===== config.mk =====
export PLATFORM = sky130hd
export DESIGN_NAME = dma_stream_ctl
export DESIGN_NICKNAME = d
export VERILOG_FILES = /design/src/rtl/dsc_pkg.sv /design/src/rtl/dsc_rst_seq.sv /design/src/rtl/dsc_run_ctl.sv /design/src/rtl/dsc_irq_stat.sv /design/src/rtl/dma_stream_ctl.sv
export SDC_FILE = /design/constraint.sdc
export NUM_CORES = 1
export LEC_CHECK = 0
export BUFFER_PORTS_ARGS = -buffer_cell sky130_fd_sc_hd__buf_2
export CAP_MARGIN = 0
export CELL_PAD_IN_SITES_DETAIL_PLACEMENT = 1
export CELL_PAD_IN_SITES_GLOBAL_PLACEMENT = 1
export CORE_MARGIN = 1.5
export CORE_UTILIZATION = 34
export CTS_BUF_LIST = sky130_fd_sc_hd__clkbuf_4 sky130_fd_sc_hd__clkbuf_8
export CTS_CLUSTER_SIZE = 25
export DETAILED_ROUTE_END_ITERATION = 8
export PLACE_DENSITY_LB_ADDON = 0.1
export SYNTH_ARGS = -nofsm -noshare
export SYNTH_HDL_FRONTEND = slang
export SYNTH_SLANG_ARGS = --single-unit

===== constraint.sdc =====
create_clock -name clk -period 1.74 [get_ports clk]
set_clock_uncertainty 0.1 [all_clocks]
set_input_delay 0.261 -clock clk [delete_from_list [all_inputs] [get_ports clk]]
set_output_delay 0.261 -clock clk [all_outputs]
set_load 0.005 [all_outputs]

===== src/rtl/dsc_pkg.sv =====
package dsc_pkg;
  typedef enum logic [2:0] {
    RS_IDLE  = 3'd0,
    RS_PEND  = 3'd1,
    RS_ENTER = 3'd2,
    RS_HELD  = 3'd3,
    RS_EXIT  = 3'd4
  } rst_state_e;

  localparam int CTL_RST   = 0;
  localparam int CTL_RUN   = 1;
  localparam int CTL_IOC   = 2;
  localparam int STS_PROTO = 0;
  localparam int STS_ACC   = 1;
  localparam int STS_BUF   = 2;
  localparam int CTL_W     = 3;
endpackage


===== src/rtl/dsc_rst_seq.sv =====
module dsc_rst_seq
  import dsc_pkg::*;
#(
  parameter int ENTER_CYC = 4,
  parameter int EXIT_CYC  = 6
) (
  input  logic clk,
  input  logic rst_n,
  input  logic set_req,
  input  logic clr_req,
  input  logic run_busy,
  input  logic eng_stopped,
  output logic busy,
  output logic rst_rb,
  output logic strm_rst,
  output logic proto_evt,
  output logic desc_clr
);
  localparam int MAXC = (ENTER_CYC > EXIT_CYC) ? ENTER_CYC : EXIT_CYC;
  localparam int CW   = $clog2(MAXC + 1);
  localparam logic [CW-1:0] ENT_L = CW'(ENTER_CYC);
  localparam logic [CW-1:0] EXT_L = CW'(EXIT_CYC);
  localparam logic [CW-1:0] ONE   = CW'(1);

  rst_state_e      state, state_n;
  logic [CW-1:0]   cnt, cnt_n;

  assign busy      = (state != RS_IDLE);
  assign rst_rb    = (state == RS_HELD) || (state == RS_EXIT);
  assign strm_rst  = (state == RS_ENTER) || (state == RS_HELD);
  assign desc_clr  = set_req && (state == RS_IDLE);
  assign proto_evt = desc_clr && run_busy;

  always_comb begin
    state_n = state;
    cnt_n   = cnt;
    case (state)
      RS_IDLE: if (set_req) begin
        if (run_busy) state_n = RS_PEND;
        else begin
          state_n = RS_ENTER;
          cnt_n   = ENT_L;
        end
      end
      RS_PEND: if (eng_stopped) begin
        state_n = RS_ENTER;
        cnt_n   = ENT_L;
      end
      RS_ENTER: begin
        if (cnt == ONE) state_n = RS_HELD;
        else cnt_n = cnt - ONE;
      end
      RS_HELD: if (clr_req) begin
        state_n = RS_EXIT;
        cnt_n   = EXT_L;
      end
      RS_EXIT: begin
        if (cnt == ONE) state_n = RS_IDLE;
        else cnt_n = cnt - ONE;
      end
      default: state_n = RS_IDLE;
    endcase
  end

  always_ff @(posedge clk or negedge rst_n) begin
    if (!rst_n) begin
      state <= RS_IDLE;
      cnt   <= '0;
    end else begin
      state <= state_n;
      cnt   <= cnt_n;
    end
  end

  // the held state is reached only when the entry count runs out
  p_enter_done_r6: assert property (@(posedge clk) disable iff (!rst_n)
    $rose(rst_rb) |-> ($past(state) == RS_ENTER && $past(cnt) == ONE));
  // the reset readback drops only at the end of the exit count
  p_exit_done_r7: assert property (@(posedge clk) disable iff (!rst_n)
    $fell(rst_rb) |-> ($past(state) == RS_EXIT && $past(cnt) == ONE));
  // leaving the pending state needs the engine to be halted
  p_pend_wait_r8: assert property (@(posedge clk) disable iff (!rst_n)
    ($past(state) == RS_PEND && state == RS_ENTER) |-> $past(eng_stopped));
endmodule


===== src/rtl/dsc_run_ctl.sv =====
module dsc_run_ctl
  import dsc_pkg::*;
#(
  parameter bit IS_OUTPUT = 1'b1
) (
  input  logic              clk,
  input  logic              rst_n,
  input  logic              wr_ok,
  input  logic [CTL_W-1:0]  wdata,
  input  logic              desc_clr,
  input  logic              busy,
  input  logic              ssync,
  output logic              run_sw,
  output logic              ioc_en,
  output logic              dma_run,
  output logic              cad_rst
);
  always_ff @(posedge clk or negedge rst_n) begin
    if (!rst_n) begin
      run_sw <= 1'b0;
      ioc_en <= 1'b0;
    end else if (desc_clr) begin
      run_sw <= 1'b0;
      ioc_en <= 1'b0;
    end else if (wr_ok) begin
      run_sw <= wdata[CTL_RUN];
      ioc_en <= wdata[CTL_IOC];
    end
  end

  assign dma_run = run_sw && !ssync && !busy;

  generate
    if (IS_OUTPUT) begin : g_cad
      logic cad_q;
      always_ff @(posedge clk or negedge rst_n) begin
        if (!rst_n) cad_q <= 1'b0;
        else        cad_q <= wr_ok && wdata[CTL_RUN];
      end
      assign cad_rst = cad_q;
      // a cadence pulse always follows a write that left run set
      p_cad_run_r5: assert property (@(posedge clk) disable iff (!rst_n)
        cad_rst |-> (run_sw && $past(wr_ok)));
    end else begin : g_nocad
      assign cad_rst = 1'b0;
    end
  endgenerate
endmodule


===== src/rtl/dsc_irq_stat.sv =====
module dsc_irq_stat
  import dsc_pkg::*;
(
  input  logic              clk,
  input  logic              rst_n,
  input  logic              buf_done,
  input  logic              sts_wr,
  input  logic [CTL_W-1:0]  sts_wdata,
  input  logic              desc_clr,
  input  logic              proto_evt,
  input  logic              acc_evt,
  input  logic              ioc_en,
  output logic [CTL_W-1:0]  sts,
  output logic              irq
);
  logic bcis, perr, aerr;

  always_ff @(posedge clk or negedge rst_n) begin
    if (!rst_n) begin
      bcis <= 1'b0;
      perr <= 1'b0;
      aerr <= 1'b0;
    end else begin
      if (desc_clr)                              bcis <= 1'b0;
      else if (buf_done)                         bcis <= 1'b1;
      else if (sts_wr && sts_wdata[STS_BUF])     bcis <= 1'b0;

      if (proto_evt)                             perr <= 1'b1;
      else if (sts_wr && sts_wdata[STS_PROTO])   perr <= 1'b0;

      if (acc_evt)                               aerr <= 1'b1;
      else if (sts_wr && sts_wdata[STS_ACC])     aerr <= 1'b0;
    end
  end

  always_comb begin
    sts            = '0;
    sts[STS_BUF]   = bcis;
    sts[STS_PROTO] = perr;
    sts[STS_ACC]   = aerr;
  end
  assign irq = bcis && ioc_en;

  // completion status appears only after a completion event
  p_buf_set_r4: assert property (@(posedge clk) disable iff (!rst_n)
    $rose(bcis) |-> $past(buf_done));
  // error flags only clear through a status write
  p_flag_clr_r10: assert property (@(posedge clk) disable iff (!rst_n)
    $fell(perr) |-> $past(sts_wr));
endmodule


===== src/rtl/dma_stream_ctl.sv =====
module dma_stream_ctl
  import dsc_pkg::*;
#(
  parameter int ENTER_CYC = 4,
  parameter int EXIT_CYC  = 6,
  parameter bit IS_OUTPUT = 1'b1
) (
  input  logic       clk,
  input  logic       rst_n,
  input  logic       reg_wr,
  input  logic [2:0] reg_wdata,
  output logic [2:0] reg_rdata,
  input  logic       sts_wr,
  input  logic [2:0] sts_wdata,
  output logic [2:0] sts_rdata,
  input  logic       other_wr,
  output logic       other_wr_en,
  input  logic       ssync,
  input  logic       eng_stopped,
  input  logic       buf_done,
  output logic       dma_run,
  output logic       strm_rst,
  output logic       cad_rst,
  output logic       irq
);
  logic busy, rst_rb, proto_evt, desc_clr;
  logic run_sw, ioc_en, run_rb, wr_ok, acc_evt;

  assign run_rb  = run_sw || !eng_stopped;
  assign wr_ok   = reg_wr && !busy && !reg_wdata[CTL_RST];
  assign acc_evt = other_wr && busy;
  assign other_wr_en = other_wr && !busy;

  dsc_rst_seq #(.ENTER_CYC(ENTER_CYC), .EXIT_CYC(EXIT_CYC)) u_seq (
    .clk(clk), .rst_n(rst_n),
    .set_req(reg_wr && reg_wdata[CTL_RST]),
    .clr_req(reg_wr && !reg_wdata[CTL_RST]),
    .run_busy(run_rb), .eng_stopped(eng_stopped),
    .busy(busy), .rst_rb(rst_rb), .strm_rst(strm_rst),
    .proto_evt(proto_evt), .desc_clr(desc_clr)
  );

  dsc_run_ctl #(.IS_OUTPUT(IS_OUTPUT)) u_run (
    .clk(clk), .rst_n(rst_n), .wr_ok(wr_ok), .wdata(reg_wdata),
    .desc_clr(desc_clr), .busy(busy), .ssync(ssync),
    .run_sw(run_sw), .ioc_en(ioc_en), .dma_run(dma_run), .cad_rst(cad_rst)
  );

  dsc_irq_stat u_stat (
    .clk(clk), .rst_n(rst_n), .buf_done(buf_done), .sts_wr(sts_wr),
    .sts_wdata(sts_wdata), .desc_clr(desc_clr), .proto_evt(proto_evt),
    .acc_evt(acc_evt), .ioc_en(ioc_en), .sts(sts_rdata), .irq(irq)
  );

  always_comb begin
    reg_rdata          = '0;
    reg_rdata[CTL_RST] = rst_rb;
    reg_rdata[CTL_RUN] = run_rb;
    reg_rdata[CTL_IOC] = ioc_en;
  end

  // the engine never runs while the stream reset is driven
  p_run_vs_rst_r2: assert property (@(posedge clk) disable iff (!rst_n)
    dma_run |-> !strm_rst);
  // a blocked access always leaves the access-error flag set
  p_block_flag_r9: assert property (@(posedge clk) disable iff (!rst_n)
    (other_wr && strm_rst) |=> sts_rdata[STS_ACC]);
  // the protocol-error flag rises only on a control write
  p_proto_src_r8: assert property (@(posedge clk) disable iff (!rst_n)
    $rose(sts_rdata[STS_PROTO]) |-> $past(reg_wr));
endmodule


After elaboration in Yosys (flattened, before gate mapping):

Cells that the tools add are included.

* logic and storage cells: 77
* output and inout port bits: 11
* register bits: 12
* bits of input ports: 14

* reduce and logical (&&, ||, !) cells: 32
* add/subtract/negate cells: 1
* mux-type cells: 24
* eq/ne operators: 12

Operators with widths (count)
* $mux W3: 10
* $logic_and A1 B1 Y1: 15
* $pmux W3 S5: 1
* $pmux W3 S4: 1
* $mux W1: 11
* $ne A2 B2 Y1 const B: 5
* $eq A3 B1 Y1 const B: 2
* $eq A3 B2 Y1 const B: 2
* $reduce_and A6 Y1: 1
* $reduce_bool A2 Y1: 3
* $reduce_bool A3 Y1: 2
* $reduce_and A5 Y1: 1
* $logic_not A1 Y1: 4
* $ne A2 B1 Y1 const B: 2
* $reduce_bool A4 Y1: 1
* $eq A3 B3 Y1 const B: 1
* $logic_not A3 Y1: 1
* $logic_or A1 B1 Y1: 3
* $sub A3 B1 Y3 const B: 1
* $mux W2: 1
* $reduce_or A2 Y1: 1

Longest topological paths before layout:

Gate-level depths: netlist of run 1.

* depth after elaboration: 6
* depth in mapped cells: 6
* depth with buffers taken out: 6

Hierarchy:

From an unflattened synthesis of run 1, not the netlist that was laid out.

* cell total of the unflattened synthesis: 90
* area, all modules: 813.3 µm²

Modules (own cells, without submodules)
* dsc_rst_seq: area an instance 485.5 µm², sequential area each 150.1 µm², times used 1, cells each 58
* dsc_irq_stat: area an instance 142.6 µm², sequential area each 75.1 µm², times used 1, cells each 14
* dsc_run_ctl: area an instance 117.6 µm², sequential area each 75.1 µm², times used 1, cells each 9
* dma_stream_ctl: area an instance 67.6 µm², sequential area each 0.0 µm², times used 1, cells each 9

Least setup slack after synthesis of run 1:

Ideal clock, no wire load.

* path kind: reg2reg
* start: register u_seq.state[1]
* end: register u_seq.cnt[1]
* path slack: 47 ps
* clock period less this slack: 1693 ps
* cell stages (with the launch flop): 6
* setup time: 128 ps
* arrival: 1466 ps
* path buffers: 1
* cell sequence: dfrtp_1 -> buf_6 -> nor2_1 -> a211o_1 -> a211oi_2 -> mux2_1

* word-level cells in the longest chain between the ends: 4
* elaborated cells on any way between the ends: 14
* classes of those cells: 9 x eq/ne; 1 x mux; 4 x reduce/logical

RTL lines
* from (decl): RTL line dsc_rst_seq.sv:25 `rst_state_e state, state_n;`
* from (signal assigned): RTL line dsc_rst_seq.sv:70 `state <= state_n;`
* $eq A3 B2 Y1 or $eq A3 B3 Y1 (tied branches): RTL line dsc_rst_seq.sv:37 `case (state)`
* $reduce_or A2 Y1 (no line)
* $ne A2 B2 Y1 (no line) or $reduce_bool A4 Y1 (tied branches)
* $reduce_and A6 Y1 (no line)
* to (signal assigned): RTL line dsc_rst_seq.sv:71 `cnt <= cnt_n;`
* to (decl): RTL line dsc_rst_seq.sv:26 `logic [CW-1:0] cnt, cnt_n;`

Parallel ways exist; a longest one is shown, timed or not.
A chain may end at the register's enable or synchronous reset.

Worst setup path after layout of run 1:

* start: register u_seq.state[2]
* end: register u_seq.cnt[1]

The elaborated chain is that of the path after synthesis.

==> impl_results.md, run 1 <==
- Status: finished, violations left
- Failing checks: setup timing
- Top area cells in the synthesized netlist: dfrtp_1 (39%), buf_4 (6.9%), nand2_1 (5.9%), o21ai_0 (3.9%), a221oi_4 (3.4%)
- Reg clk slew, reported paths: 0.09 ns
- Minimum clock period after layout: 1.74 ns
- H-tree lvl count: 1
- Yosys reg bits: 12
- Setup crit end kind: flop
- Fin crit share: 100%
- Starting Density: 37.5%
- Synth Flop Type: dfrtp_1
- Global-route wire length before repair: 3050 µm
- Overall power: 1.87 mW
- CTS buffer count: 3
- CTS root buf: clkbuf_4
- Die area: 2550 µm²
- Setup ws final: -0.00187 ns
- Syn nets: 99
- Global Route Usage Sum: 15.9%
- VDD IR-drop max: 0.824 mV
- GRT overflow: 0
- R2R Setup Slk: -0.002 ns
- Routed via count: 691
- Setup TNS: -0.00187 ns
- Leak: 0.546 nW
- Synth warnings: 0
- Vias in the first global route: 684
- CP Data Arrival Time: 1.80 ns
- Worst slew pin tran: 0.322 ns
- Crit path max fanout: 4
- Crit path kind: flop to flop
- Worst slack at placement: -0.0817 ns
- Final ANT Viol Nets: 0
- Via/cell ratio: 4.70
- Core footprint: 2040 µm²
- Syn Area/Cell: 9.23 µm²
- Worst skew pair latency: 0.28 ns
- Cell family with most CP delay: compound AO/OA/AOI/OAI gates
- CTS sink count: 12
- Router iterations before antenna repair: 4
- CTS tree: done
- Ratio of cells with drive above 1 in the final layout: 47.5%
- Final hold violation count: 0
- DRT Wirelength: 1930 µm
- Final setup violating endpoints: 1
- Buffers on Ports: 24
- Initial antenna violation count: 0
- Drt first-iter violations: 2
- Clock buffer depth: 2
- Async SR Flop Fraction: 100%
- Die H: 50.5 µm
- Final net count: 137
- Slowest-stage cell, CP: dfrtp_2
- Worst Hold Path Cells: 2
- GP Congestion: 0.739
- Most frequent cells after synthesis: dfrtp_1 (12), nand2_1 (12), buf_4 (7)
- Crit path cell chain: buf_4 > a211o_1 > a211oi_2 > mux2_1
- Detailed Place HPWL: 1420 µm
- Hold path startpoint: reg_wdata[0]
- Row count: 16
- Die Width: 50.5 µm
- Max Cap Violations: 0
- Reg2Reg Depth: 4
- Min-delay worst type: primary input to flop
- Yosys top cell by area: dfrtp_1
- ANT cells: 0
- WP data required: 1.80 ns
- Placement Cell Area: 933 µm²
- Post-synth top area share: 39.2%
- Crit-path max cell delay: 0.44 ns
- PwrDens: 1770 nW/µm²
- Largest net degree at the start of global routing: 13
- Synthesized area: 766 µm²
- Synth unique cells: 32
- Min-Delay Endpoint: u_run.cad_rst
- Design area: 1060 µm²
- Layout Area Growth over Synthesis: 38.1%
- Buf/Inv on CP: 1
- EDFF count, synth: 0
- Sequential-to-total area share from yosys stat: 39.2%
- Worst r2r dst: u_seq.cnt[1]
- Max transition margin: 78.6%
- Worst Setup Start Kind: flop
- DRC Markers: 0
- Fillers: 265
- R2r startpoint: u_seq.state[2]
- Routed WL per cell: 13.1 µm
- Num ports: 25
- RSZ-0062 raised after global routing: true
- Cells after synthesis: 83
- FMAX: 574 MHz
- Slew Viols, Final: 0
## where the power goes
group          internal, mW  switching [mW]
Clock                 0.127           0.107
Sequential            0.394           0.103
Combinational         0.629           0.508
## per-stage QoR
step	instances	hold slack [ns]	util (%)
floorplan	83	-0.135	-
global placement	136	0.0678	45.7
detailed placement	136	0.0721	45.7
CTS	143	0.120	49.8
global route	147	0.134	51.8
finish	147	0.120	51.8
## worst max path at each step
stage,from,end,slack [ns],cells after the start
CTS,u_seq.cnt[1],u_seq.cnt[1],-0.01,6
global placement,u_seq.state[1],u_seq.cnt[1],-0.02,4
global route,u_seq.state[2],u_seq.cnt[1],-0.05,4
detailed placement,u_seq.state[1],u_seq.cnt[1],-0.08,4
finish,u_seq.state[2],u_seq.cnt[1],-0.002,4
floorplan,u_seq.state[1],u_seq.cnt[1],0.05,5
## cell families after synthesis
| group | share of synthesized area, % |
|---|---|
| buffers and inverters | 11.4 |
| AO/OA/AOI/OAI | 20.4 |
| adder cells (fa/ha/maj) | 3.27 |
| flip-flops | 39.2 |
| AND/OR/NAND/NOR | 20.4 |
| XOR/XNOR | 2.29 |
| multiplexers | 2.94 |
## layer usage
metal | vias up | global-route usage (%) | share of wire (%)
met4 | 0 | 5.41 | 0.36
met3 | 2 | 3.57 | 4.0
met2 | 14 | 24.6 | 48
met1 | 317 | 21.8 | 48
met5 | - | 0 | 0
li1 | 358 | - | -
## timing repair
item	in CTS	in global routing
pin swaps	2	4
buffers inserted	2	4
gates resized for setup	8	2
endpoints found under the hold margin	12	0
gates cloned	0	0
endpoints found under the setup margin	6	6
hold buffers	1	0
## registers in the layout, indices dropped and copies added, names as in the netlist
register and cells:
u_stat.bcis 1, u_stat.perr 1, u_seq.cnt 3, u_seq.state 3
u_run.ioc_en 1, u_stat.aerr 1, u_run.run_sw 1, u_run.cad_rst 1
## cell type report
type | count | area (µm²) | area share (%)
clock buffers | 4 | 36.3 | 3.43
repair buffers | 42 | 262 | 24.7
inverters | 5 | 18.8 | 1.78
well taps | 27 | 33.8 | 3.20
multi-input cells | 57 | 403 | 38.1
flip-flops and latches | 12 | 304 | 28.8
## cell usage in the layout, fill, tap and decap left out, types with 2 or more instances in the layout
cell type / n
buf_2: 24
buf_4: 16
nand2_1: 12
dfrtp_1: 9
o21ai_0: 6
inv_1: 5
nor2_1: 5
a21oi_1: 3
clkbuf_4: 3
dfrtp_2: 3
nor2b_1: 2
nand2b_1: 2
nor3_2: 2
a211o_1: 2
o31ai_1: 2
ha_1: 2
## worst register-to-register path: stages (launching register included)
cell      delay, ns
dfrtp_2        0.44
buf_4          0.16
a211o_1        0.31
a211oi_2       0.27
mux2_1         0.35
(Power assumes the default switching activity.)
==> run 2, diff against run 1 <==
==> constraint.sdc (replaced) <==
create_clock -name clk -period 1.74 [get_ports clk]
set_clock_uncertainty 0.1 [all_clocks]
set_input_delay 0.348 -clock clk [delete_from_list [all_inputs] [get_ports clk]]
set_output_delay 0.348 -clock clk [all_outputs]
set_load 0.005 [all_outputs]
==> run 2 against run 1 <==
The run still ends with setup timing left. Clock-buffer cell count unchanged. Global-route usage up 4.4 points. Sequential cell count did not move. Routed wire length grew 20%. Design area grew 7.8%. Setup slack worse by 0.041 ns. Largest cell class unchanged. Via count rose by 5.4%.
==> impl_results.md, run 2 (synthesized netlist as in run 1, its figures left out) <==
- Status: finished, violations left
- Failing checks: setup timing
- Drt first-iter violations: 9 (+7)
- Routed via count: 728 (+5.4%)
- Starting Density: 37.5% (unchanged)
- Routed WL per cell: 15.4 µm (+17%)
- DRC Markers: 0 (unchanged)
- Reg clk slew, reported paths: 0.09 ns (about the same)
- Worst r2r dst: u_seq.cnt[1]
- Critical Path Sink: other_wr_en
- Ratio of cells with drive above 1 in the final layout: 56.5% (+9.0 points)
- Min-delay worst type: primary input to flop
- Row count: 16 (unchanged)
- Crit path max fanout: 8 (+4)
- Initial antenna violation count: 0 (unchanged)
- FMAX: 561 MHz (-2.3%)
- Fin cells: 151 (+2.7%)
- CTS tree: done
- Global Route Usage Sum: 20.3% (+4.4 points)
- Worst slew pin tran: 0.373 ns (+0.0509 ns)
- PwrDens: 1830 nW/µm² (+3.7%)
- WP data required: 1.29 ns (-0.51 ns)
- ANT cells: 0 (unchanged)
- Final hold violation count: 0 (unchanged)
- Fin crit share: 102% (+2.4 points)
- Die area: 2550 µm² (unchanged)
- Layout Area Growth over Synthesis: 48.9%
- WHS: 0.225 ns (+0.106 ns)
- Router iterations before antenna repair: 4 (unchanged)
- Die Width: 50.5 µm (unchanged)
- Die H: 50.5 µm (unchanged)
- Leak: 0.580 nW (+6.2%)
- R2R Setup Slk: -0.02 ns (-0.02 ns)
- GP Congestion: 0.740 (+0.14%)
- Most common cell after layout, fill and taps aside: buf_2
- Largest regs: u_seq.cnt: 3 flops, u_seq.state: 3 flops
- Clock buffer depth: 2 (unchanged)
- RSZ-0062 raised after global routing: true
- Via/cell ratio: 4.82 (+2.6%)
- CP Data Arrival Time: 1.34 ns (-0.46 ns)
- Final setup violating endpoints: 3 (+2)
- Layout Utilization: 55.8% (+4.0 points)
- Max Cap Violations: 0 (unchanged)
- CTS root buf: clkbuf_4
- Slew Viols, Final: 0 (unchanged)
- H-tree lvl count: 1 (unchanged)
- Critical path startpoint: u_seq.state[1]
- VDD IR-drop max: 0.833 mV (+1.1%)
- Global-route wire length before repair: 3820 µm (+25%)
- Setup crit end kind: primary output
- DRT Wirelength: 2320 µm (+20%)
- Worst Hold Path Cells: 4 (+2)
- Design area: 1140 µm² (+7.8%)
- CTS buffer count: 3 (unchanged)
- Max transition margin: 75.0% (-3.6 points)
- Buffers on Ports: 24 (unchanged)
- GRT overflow: 0 (unchanged)
- Core footprint: 2040 µm² (unchanged)
- Final net count: 141 (+2.9%)
- Crit path kind: flop to primary output
- Detailed Place HPWL: 1530 µm (+7.4%)
- Most frequent cells in the layout: buf_2 (24), buf_4 (18), nand2_1 (9), dfrtp_1 (9)
- Minimum clock period after layout: 1.78 ns (+0.0414 ns)
- Placement Cell Area: 933 µm² (unchanged)
- Worst Setup Start Kind: flop
- Vias in the first global route: 817 (+19%)
- Worst skew pair latency: 0.28 ns (about the same)
- Largest net degree at the start of global routing: 13 (unchanged)
- Reg2Reg Depth: 5 (+1)
- CTS sink count: 12 (unchanged)
- Num ports: 25 (unchanged)
- Final ANT Viol Nets: 0 (unchanged)
- Placed insts: 136 (unchanged)
- Setup ws final: -0.0432 ns (-0.0414 ns)
- R2r startpoint: u_seq.state[1]
- Worst slack at placement: -0.111 ns (-0.0295 ns)
==> run 2: cell count changes in the layout (fill, tap and decap cells not counted), sizes merged <==
cell,previous run,this run
buf,41,45
==> run 2: metrics by stage <==
stage                     TNS (ns)  power (mW)
after floorplan                  0        1.17
after global placement     -0.0174        1.45
after detailed placement    -0.164        1.48
after CTS                  -0.0998        1.95
after global routing        -0.521        2.28
final                      -0.0743        2.09
==> run 2: worst min path at each step <==
stage,startpoint,end,slack (ns)
floorplan,rst_n,u_run.cad_rst,-0.05
global placement,rst_n,u_seq.state[2],0.15
detailed placement,rst_n,u_stat.aerr,0.15
CTS,reg_wr,u_stat.bcis,0.21
global route,reg_wdata[1],u_run.cad_rst,0.24
finish,sts_wdata[0],u_stat.perr,0.23
==> run 2: area by class of cell <==
class | count | area, µm²
Fill cell | 254 | 902
Multi-Input combinational cell | 57 | 448
Sequential cell | 12 | 304
Timing Repair Buffer | 46 | 299
Clock buffer | 4 | 36.3
Tap cell | 27 | 33.8
Inverter | 5 | 18.8
==> run 2: power breakdown <==
part	switching (mW)	total [mW]	internal (mW)
Sequential	0.108	0.501	0.394
Combinational	0.616	1.36	0.741
Clock	0.103	0.230	0.127
==> run 2: layer usage <==
metal	vias up	share of wire (%)	routed length, µm	GRT usage (%)
met5	-	0	0	0
met4	0	0	0	1.35
met3	0	4.0	92	4.76
met2	19	51	1180	36.4
met1	348	45	1050	25.9
li1	361	-	-	-
==> run 2: repair_timing <==
item,in CTS,in global routing
pin swaps,5,6
endpoints found under the hold margin,12,0
resized for setup,14,9
setup buffers,9,1
hold buffers,1,0
endpoints found under the setup margin,7,8
==> run 2: worst max-delay path, cell delays in order (launching register included) <==
cell and delay [ns]:
dfrtp_2 0.47, or2_4 0.27, buf_6 0.12, nor3_2 0.08
buf_2 0.12
